## src/rtl/flash_pw_pkg.sv

```systemverilog
package flash_pw_pkg;

  localparam int HDR_ADDR_W = 24;

  localparam logic [7:0] OP_PROG  = 8'h02;
  localparam logic [7:0] OP_STAT  = 8'h05;
  localparam logic [7:0] OP_WEN   = 8'h06;
  localparam logic [7:0] OP_DUMMY = 8'h00;

  localparam logic [7:0] WIP_MASK = 8'h01;

  typedef enum logic [2:0] {
    ST_IDLE,
    ST_POLL_OP,
    ST_POLL_RD,
    ST_WEN,
    ST_HDR,
    ST_DATA,
    ST_GAP
  } seq_state_t;

endpackage

```

## src/rtl/fpw_byte_shifter.sv

```systemverilog
// Mode-0 byte serializer: one low and one high clock phase per bit, MSB first.
module fpw_byte_shifter #(
  parameter int BITS = 8
) (
  input  logic            clk,
  input  logic            rst,
  input  logic            start,
  input  logic [BITS-1:0] tx,
  input  logic            miso,
  output logic            busy,
  output logic            done,
  output logic            sclk,
  output logic            mosi,
  output logic [BITS-1:0] rx
);

  localparam int CW = (BITS > 1) ? $clog2(BITS) : 1;

  logic            active;
  logic [BITS-1:0] shreg;
  logic [CW-1:0]   cnt;

  always_ff @(posedge clk) begin
    if (rst) begin
      active <= 1'b0;
      shreg  <= '0;
      cnt    <= '0;
      sclk   <= 1'b0;
      done   <= 1'b0;
      rx     <= '0;
    end else begin
      done <= 1'b0;
      if (!active) begin
        if (start) begin
          active <= 1'b1;
          shreg  <= tx;
          cnt    <= '0;
          sclk   <= 1'b0;
        end
      end else if (!sclk) begin
        sclk <= 1'b1;
      end else begin
        sclk  <= 1'b0;
        rx    <= {rx[BITS-2:0], miso};
        shreg <= {shreg[BITS-2:0], 1'b0};
        if (cnt == CW'(BITS - 1)) begin
          active <= 1'b0;
          done   <= 1'b1;
        end else begin
          cnt <= cnt + 1'b1;
        end
      end
    end
  end

  assign busy = active;
  assign mosi = shreg[BITS-1];

endmodule

```

## src/rtl/fpw_chunk_calc.sv

```systemverilog
// Size of the next program chunk: the room left in the page or the remainder.
module fpw_chunk_calc #(
  parameter int PAGE_BYTES = 256,
  parameter int LEN_W      = 16,
  localparam int POFF_W    = $clog2(PAGE_BYTES),
  localparam int CL_W      = POFF_W + 1
) (
  input  logic [POFF_W-1:0] page_off,
  input  logic [LEN_W-1:0]  remaining,
  output logic [CL_W-1:0]   chunk_len
);

  localparam int CMP_W = (LEN_W > CL_W) ? LEN_W : CL_W;

  logic [CL_W-1:0]  room;
  logic [CMP_W-1:0] room_x;
  logic [CMP_W-1:0] rem_x;

  always_comb begin
    room   = CL_W'(PAGE_BYTES) - CL_W'(page_off);
    room_x = CMP_W'(room);
    rem_x  = CMP_W'(remaining);
    if (rem_x < room_x) chunk_len = CL_W'(remaining);
    else                chunk_len = room;
  end

endmodule

```

## src/rtl/fpw_tx_select.sv

```systemverilog
// Chooses the byte to shift next and whether one is ready, from the sequencer state.
module fpw_tx_select
  import flash_pw_pkg::*;
(
  input  seq_state_t            state,
  input  logic [1:0]            hdr_idx,
  input  logic [HDR_ADDR_W-1:0] addr,
  input  logic                  dat_valid,
  input  logic [7:0]            dat_data,
  output logic                  want,
  output logic [7:0]            tx_byte
);

  always_comb begin
    want    = 1'b0;
    tx_byte = OP_DUMMY;
    unique case (state)
      ST_POLL_OP: begin want = 1'b1; tx_byte = OP_STAT; end
      ST_POLL_RD: begin want = 1'b1; tx_byte = OP_DUMMY; end
      ST_WEN:     begin want = 1'b1; tx_byte = OP_WEN; end
      ST_HDR: begin
        want = 1'b1;
        unique case (hdr_idx)
          2'd0: tx_byte = OP_PROG;
          2'd1: tx_byte = addr[23:16];
          2'd2: tx_byte = addr[15:8];
          default: tx_byte = addr[7:0];
        endcase
      end
      ST_DATA: begin want = dat_valid; tx_byte = dat_data; end
      default: begin want = 1'b0; tx_byte = OP_DUMMY; end
    endcase
  end

endmodule

```

## src/rtl/flash_page_writer.sv

```systemverilog
module flash_page_writer
  import flash_pw_pkg::*;
#(
  parameter int PAGE_BYTES = 256,
  parameter int LEN_W      = 16,
  parameter int DEV_BYTES  = 1 << 20
) (
  input  logic                  clk,
  input  logic                  rst,
  input  logic                  wr_start,
  input  logic [HDR_ADDR_W-1:0] wr_addr,
  input  logic [LEN_W-1:0]      wr_len,
  input  logic                  dat_valid,
  input  logic [7:0]            dat_data,
  output logic                  dat_ready,
  output logic                  spi_cs_n,
  output logic                  spi_sclk,
  output logic                  spi_mosi,
  input  logic                  spi_miso,
  output logic                  busy,
  output logic                  done,
  output logic                  done_reject,
  output logic [LEN_W-1:0]      done_count
);

  localparam int POFF_W = $clog2(PAGE_BYTES);
  localparam int CL_W   = POFF_W + 1;
  localparam int SUM_W  = ((HDR_ADDR_W > LEN_W) ? HDR_ADDR_W : LEN_W) + 1;

  seq_state_t            state, ret_state;
  logic [HDR_ADDR_W-1:0] cur_addr;
  logic [LEN_W-1:0]      remaining;
  logic [LEN_W-1:0]      sent;
  logic [CL_W-1:0]       chunk_left;
  logic [1:0]            hdr_idx;

  logic                  sh_start, sh_busy, sh_done;
  logic [7:0]            sh_rx, tx_byte;
  logic                  want;
  logic [CL_W-1:0]       next_chunk;
  logic [SUM_W-1:0]      end_sum;

  fpw_tx_select u_txsel (
    .state     (state),
    .hdr_idx   (hdr_idx),
    .addr      (cur_addr),
    .dat_valid (dat_valid),
    .dat_data  (dat_data),
    .want      (want),
    .tx_byte   (tx_byte)
  );

  fpw_chunk_calc #(
    .PAGE_BYTES (PAGE_BYTES),
    .LEN_W      (LEN_W)
  ) u_chunk (
    .page_off  (cur_addr[POFF_W-1:0]),
    .remaining (remaining),
    .chunk_len (next_chunk)
  );

  fpw_byte_shifter #(.BITS(8)) u_shift (
    .clk   (clk),
    .rst   (rst),
    .start (sh_start),
    .tx    (tx_byte),
    .miso  (spi_miso),
    .busy  (sh_busy),
    .done  (sh_done),
    .sclk  (spi_sclk),
    .mosi  (spi_mosi),
    .rx    (sh_rx)
  );

  assign sh_start  = want && !sh_busy && !sh_done;
  assign dat_ready = (state == ST_DATA) && !sh_busy && !sh_done;
  assign end_sum   = SUM_W'(wr_addr) + SUM_W'(wr_len);
  assign busy      = (state != ST_IDLE);

  always_ff @(posedge clk) begin
    if (rst) begin
      state       <= ST_IDLE;
      ret_state   <= ST_IDLE;
      cur_addr    <= '0;
      remaining   <= '0;
      sent        <= '0;
      chunk_left  <= '0;
      hdr_idx     <= '0;
      spi_cs_n    <= 1'b1;
      done        <= 1'b0;
      done_reject <= 1'b0;
      done_count  <= '0;
    end else begin
      done <= 1'b0;
      if (sh_start) spi_cs_n <= 1'b0;

      unique case (state)
        ST_IDLE: begin
          if (wr_start) begin
            if (wr_len == '0) begin
              done        <= 1'b1;
              done_reject <= 1'b0;
              done_count  <= '0;
            end else if (end_sum > SUM_W'(DEV_BYTES)) begin
              done        <= 1'b1;
              done_reject <= 1'b1;
              done_count  <= '0;
            end else begin
              cur_addr  <= wr_addr;
              remaining <= wr_len;
              sent      <= '0;
              state     <= ST_POLL_OP;
            end
          end
        end

        ST_POLL_OP: if (sh_done) state <= ST_POLL_RD;

        ST_POLL_RD: begin
          if (sh_done) begin
            spi_cs_n  <= 1'b1;
            state     <= ST_GAP;
            ret_state <= ((sh_rx & WIP_MASK) != 8'h00) ? ST_POLL_OP : ST_WEN;
          end
        end

        ST_WEN: begin
          if (sh_done) begin
            spi_cs_n   <= 1'b1;
            state      <= ST_GAP;
            ret_state  <= ST_HDR;
            hdr_idx    <= '0;
            chunk_left <= next_chunk;
          end
        end

        ST_HDR: begin
          if (sh_done) begin
            hdr_idx <= hdr_idx + 2'd1;
            if (hdr_idx == 2'd3) state <= ST_DATA;
          end
        end

        ST_DATA: begin
          if (sh_done) begin
            cur_addr   <= cur_addr + 1'b1;
            remaining  <= remaining - 1'b1;
            sent       <= sent + 1'b1;
            chunk_left <= chunk_left - 1'b1;
            if (chunk_left == CL_W'(1)) begin
              spi_cs_n <= 1'b1;
              if (remaining == LEN_W'(1)) begin
                done        <= 1'b1;
                done_reject <= 1'b0;
                done_count  <= sent + 1'b1;
                state       <= ST_IDLE;
              end else begin
                state     <= ST_GAP;
                ret_state <= ST_POLL_OP;
              end
            end
          end
        end

        ST_GAP: state <= ret_state;

        default: state <= ST_IDLE;
      endcase
    end
  end

endmodule

```

## config.mk

```make
export PLATFORM = sky130hd
export DESIGN_NAME = flash_page_writer
export DESIGN_NICKNAME = d
export VERILOG_FILES = /design/src/rtl/flash_pw_pkg.sv /design/src/rtl/fpw_byte_shifter.sv /design/src/rtl/fpw_chunk_calc.sv /design/src/rtl/fpw_tx_select.sv /design/src/rtl/flash_page_writer.sv
export SDC_FILE = /design/constraint.sdc
export NUM_CORES = 1
export LEC_CHECK = 0
export ABC_AREA = 0
export CORE_ASPECT_RATIO = 1.25
export CORE_MARGIN = 5
export CORE_UTILIZATION = 45
export DETAILED_ROUTE_END_ITERATION = 6
export PLACE_DENSITY = 0.66
export REMOVE_ABC_BUFFERS = 1
export SETUP_SLACK_MARGIN = 0.2
export SLEW_MARGIN = 20
export SYNTH_ARGS = -nofsm -noshare
export SYNTH_HDL_FRONTEND = slang
export SYNTH_HIERARCHICAL = 1
export SYNTH_SLANG_ARGS = --single-unit
```

## constraint.sdc

```tcl
create_clock -name clk -period 3.7 [get_ports clk]
set_input_delay 0.555 -clock clk [delete_from_list [all_inputs] [get_ports clk]]
set_output_delay 0.555 -clock clk [all_outputs]
set_load 0.05 [all_outputs]
```

Yosys cells after proc, flatten, opt, wreduce, memory -nomap -nowiden --
Cells that the tools add are included. Widths: inputs -> output; s select.
Operators by class: add/subtract/negate cells 8, $lt $le $gt $ge 2, equal/unequal tests 28, muxes and demuxes 84, bitwise gates (word level) 2, reductions and logical operators 27
Operator list (count):
- $mux 16 | 14
- $mux 24 | 4
- $pmux 16 s2 | 3
- $mux 3 | 19
- $pmux 24 s2 | 1
- $pmux 8 s4 | 1
- $mux 9 | 3
- $add 24x16->25 | 1
- $gt 25x21->1 const B | 1
- $add 24x1->24 const B | 1
- $mux 1 | 24
- $mux 8 | 3
- $pmux 8 s3 | 1
- $ne 2x1->1 const B | 9
- $pmux 3 s6 | 1
- $pmux 9 s2 | 1
- $add 16x1->16 const B | 1
- $eq 16x1->1 const B | 1
- $logic_not 16->1 | 1
- $lt 16x9->1 | 1
- $sub 16x1->16 const B | 1
- $eq 3x3->1 const B | 4
- $ne 2x2->1 const B | 6
- $reduce_and 6->1 | 2
- 28 further kinds | 47
Storage, ports and cells: register bits 107, input port bits 53, output and inout port bits 23

Longest topological paths before layout --
word-level depth 9, depth in mapped cells 15, mapped depth without buffers 15

Cells and area by module --
The synthesis kept the hierarchy.
Modules (own cells, without submodules):
- flash_page_writer | instances 1, cells an instance 847, area each 6378.6 sq um, sequential area each 1841.8 sq um
- fpw_byte_shifter | instances 1, cells an instance 98, area each 935.9 sq um, sequential area each 440.4 sq um
- fpw_chunk_calc | instances 1, cells an instance 57, area each 445.4 sq um, sequential area each 0.0 sq um
- fpw_tx_select | instances 1, cells an instance 49, area each 389.1 sq um, sequential area each 0.0 sq um

Worst setup path before layout --
OpenSTA, ideal clock, no wires.
path type input port to flip-flop, from input wr_addr[0], to register sent[11], setup time 128 ps, arrival 3415 ps, required time 3572 ps, path slack 157 ps, stages on the path 14, cells stage by stage ha_1 fa_1 a21o_1 a221oi_2 nand2_1 a2111oi_0 nand4_1 and4b_1 a41oi_2 or2_1 buf_2 buf_2 a31oi_1 nor2_1
Between the ends: cells in the longest elaborated chain, start to end 4
Ends and longest elaborated chain:
- start, declared | line flash_page_writer.sv:11 | input logic [HDR_ADDR_W-1:0] wr_addr,
- $add 24x16->25 | line flash_page_writer.sv:77 | assign end_sum = SUM_W'(wr_addr) + SUM_W'(wr_len);
- $gt 25x21->1 | line flash_page_writer.sv:104 | end else if (end_sum > SUM_W'(DEV_BYTES)) begin
- $ne 2x2->1 (no line)
- $reduce_and 5->1 (no line)
- end signal, assigned | line flash_page_writer.sv:148 | sent <= sent + 1'b1;
- end, declared | line flash_page_writer.sv:33 | logic [LEN_W-1:0] sent;
No other way between the ends. A chain may end at the register's enable or synchronous reset.

Worst setup path in the final report --
from input wr_len[0], to register done_count[2]
Between the ends: cells in the longest elaborated chain, start to end 4, elaborated cells on any way between the ends 8
Ends and longest elaborated chain:
- start, declared | line flash_page_writer.sv:12 | input logic [LEN_W-1:0] wr_len,
- $add 24x16->25 / $logic_not 16->1 (equally long branches) | line flash_page_writer.sv:77, flash_page_writer.sv:100
- $gt 25x21->1 / $mux 16 (equally long branches) | line flash_page_writer.sv:104, flash_page_writer.sv:100
- $ne 3x3->1 (no line) / $mux 16 (equally long branches)
- $reduce_and 6->1 (no line) / $pmux 16 s2 (equally long branches)
- end signal, assigned | line flash_page_writer.sv:155 | done_count <= sent + 1'b1;
- end, declared | line flash_page_writer.sv:23 | output logic [LEN_W-1:0] done_count
Parallel ways exist; a longest one is shown, timed or not. The select of a mux whose other input is x is not followed.

==> results list <==
* Status: complete, no violations
* Vias: 8,375
- Final non-filler cell total: 1,409
- Initial antenna violation count: 0
* Clock Root Buffer: sky130_fd_sc_hd__clkbuf_16
- Number of I/O pins: 76
- The number of global-route vias before repair came to between 8k and 9k.
- From left edge to right edge, the die measures ~130 um.
- The post-route netlist has between 20% and 30% of its cells at a drive strength greater than 1.
- Counting I/O delays and the setup requirement, the final critical path takes 3.52 ns.
* Kind of start point of the critical path: input port
- Critical Path End Type: flop
- Adding up every negative setup slack in the final design gives 0 ns.
- The initial utilization of the core area, before any placement, comes to a little under half.
- The worst hold path belongs to the class reg -> reg.
- After detailed placement, the total cell area comes to 9590 um^2.
- Antenna diode instance count: 0
- Peak VDD IR: around 0.00021 V
* Total Routing Usage GR: between 20% and 30%
- Post-synthesis cell area: 7920 um^2
* GRT overflow: 0
- Maximum operating frequency: between 200 and 300 MHz
- Setup violations, final: 0
- Final ANT Viol Nets: 0
- TritonCTS built the clock tree.
* LEAKAGE: between 3 and 4 nW
- In the final routed layout, each cell accounts on average for 18.0 um.
- Height of the die: 158 um
* Number of cells in the design after placement: between 1k and 1.5k
* Pin count of the biggest net entering global routing: 56
* Core Box Area: 17,400 um^2
- Num Clock Sinks: between 100 and 150
- After filler insertion, the fill cell instance count of the layout stands at 1,512.
- The worst path uses a little over nine tenths of the clock period.
- For the pin with the worst max-slew slack, the measured transition is a little under 0.8 ns.
- A synthesized cell averages between 7 and 8 um^2.
* Final max-slew violation count: 0
* Worst Skew: around 0.014 ns
* Final instance area: roughly 11,000 um^2
* Worst-case headroom to the max-slew limit: ~49%
- The Yosys step of the flow raised 6 warnings.
* Final standard cell utilization of the core: approximately three fifths
* Site row count: 54
* Largest driver fanout on the critical path: 8
- The first global-routing pass estimated 40,600 um of wire.
- The tightest hold path in the finished design has a slack of about 0.45 ns.
* Type of the worst setup path: in -> reg
* Maximum level of the CTS H-tree: 3
* Detailed Routing Iterations Pass 1: 6
- Pre-CTS WS: -0.722 ns
* First-iteration detailed-routing DRC count: roughly 700
* Dpl hpwl: ~18,000 um
* Post-synthesis cell count: between 1k and 1.5k
* Number of vias per cell: between 5 and 6
- For the worst-skew pair, the clock arrives at the later sink with an insertion delay of ~0.35 ns.
- Summed over all layers, the routed wires come to roughly 25,000 um.
* Clock transition at the registers of the reported paths: roughly 0.08 ns
- Compared with the post-synthesis result, the final layout area differs by 34.8%.
* Setup repair after global routing missed its margin: yes
* Data arrival time of the critical path: roughly 3.8 ns
- # DRC: 0
- In this run, CTS created clock tree buffers numbering 9.
* Floorplan die area: 20,400 um^2
- Total chip power: roughly 3.3 mW
* Global placer's final weighted congestion: ~0.89
- The final layout contains 1,268 nets.
* Quantity of I/O buffers inserted on ports: 75
* Buffers from clock root to sink, at most: 2
- Final worst-path setup slack: 0.181 ns
- Power per Cell Area: 308 nW/um^2
- At the worst endpoint, the required time is slightly below 4 ns.
* Final Hold Vio Count: 0
- Max-cap check violation count: 0
==> worst max-delay path, stage by stage <==
cell and delay, ns:
sky130_fd_sc_hd__buf_8 0.10, sky130_fd_sc_hd__ha_4 0.15, sky130_fd_sc_hd__fa_2 0.36, sky130_fd_sc_hd__a21o_1 0.21
sky130_fd_sc_hd__a221oi_4 0.29, sky130_fd_sc_hd__buf_6 0.16, sky130_fd_sc_hd__o211ai_1 0.14, sky130_fd_sc_hd__a31oi_1 0.24
sky130_fd_sc_hd__xor2_1 0.09, sky130_fd_sc_hd__and4b_1 0.22, sky130_fd_sc_hd__a41oi_4 0.26, sky130_fd_sc_hd__buf_6 0.15
sky130_fd_sc_hd__o31ai_4 0.05, sky130_fd_sc_hd__buf_6 0.15, sky130_fd_sc_hd__buf_16 0.14, sky130_fd_sc_hd__or3_1 0.35
sky130_fd_sc_hd__a21oi_1 0.15
==> layer usage <==
metal / vias up / GRT usage (%) / part of all wire (%)
li1: 4139 / - / -
met1: 3930 / 30.5 / 42
met2: 265 / 43.5 / 50
met3: 41 / 2.65 / 4.9
met4: 0 / 8.15 / 2.6
met5: - / 0 / 0
==> where the power goes <==
group	internal [mW]	total (mW)	leakage [nW]	switching, mW
clock	0.606	1.08	0.164	0.473
combinational	0.465	0.984	2.90	0.518
sequential	1.18	1.22	0.863	0.0413
total	2.25	3.28	3.92	1.03
==> repair_timing <==
item | 4_1_cts | 5_1_grt
cloned | 4 | 2
endpoints found under the hold margin | 0 | 0
setup endpoints to repair | 75 | 82
pin swaps | 32 | 29
buffers inserted | 11 | 0
hold buffers | 0 | 0
resized for setup | 83 | 67
==> final cells by class <==
cell class / count / area, um^2 / share of cell area, %
repair buffers: 212 / 2010 / 18.8
clock inverters: 7 / 108 / 1.01
well taps: 224 / 280 / 2.63
flip-flops and latches: 107 / 2140 / 20.1
inverters: 25 / 93.8 / 0.879
clock buffers: 9 / 225 / 2.11
multi-input cells: 825 / 5820 / 54.5
==> cell usage in the layout, fill, tap and decap left out, types with 14 or more instances in the layout <==
| cell type | count |
|---|---|
| sky130_fd_sc_hd__xnor2_1 | 15 |
| sky130_fd_sc_hd__xor2_1 | 14 |
| sky130_fd_sc_hd__dfxtp_1 | 107 |
| sky130_fd_sc_hd__nor3_1 | 38 |
| sky130_fd_sc_hd__inv_1 | 24 |
| sky130_fd_sc_hd__buf_4 | 113 |
| sky130_fd_sc_hd__nor2_1 | 85 |
| sky130_fd_sc_hd__ha_1 | 23 |
| sky130_fd_sc_hd__o21ai_1 | 14 |
| sky130_fd_sc_hd__dlygate4sd2_1 | 23 |
| sky130_fd_sc_hd__nand4_1 | 26 |
| sky130_fd_sc_hd__clkdlybuf4s50_1 | 43 |
| sky130_fd_sc_hd__nand2_1 | 114 |
| sky130_fd_sc_hd__o21ai_0 | 50 |
| sky130_fd_sc_hd__a21oi_1 | 62 |
| sky130_fd_sc_hd__mux2i_1 | 37 |
| sky130_fd_sc_hd__nand3_1 | 52 |
| sky130_fd_sc_hd__o31ai_1 | 27 |
==> worst paths after layout <==
kind	from	end	slack, ns	cells after the start
setup / recovery	wr_len[0]	done_count[2]$_SDFFE_PP0P_	0.18	17
hold reg to reg	ret_state[1]$_SDFFE_PP0P_	ret_state[1]$_SDFFE_PP0P_	0.45	2
setup reg to reg	cur_addr[0]$_SDFFE_PP0P_	chunk_left[1]$_SDFFE_PP0P_	0.41	13
hold / removal	ret_state[1]$_SDFFE_PP0P_	ret_state[1]$_SDFFE_PP0P_	0.45	2
==> sequential cells by signal, indices dropped and copies added (netlist names), 2 cells and up <==
name	count
remaining	16
hdr_idx	2
chunk_left	9
cur_addr	24
ret_state	3
state	3
u_shift/shreg	8
sent	16
done_count	16
u_shift/cnt	3
(Power assumes the default switching activity.)
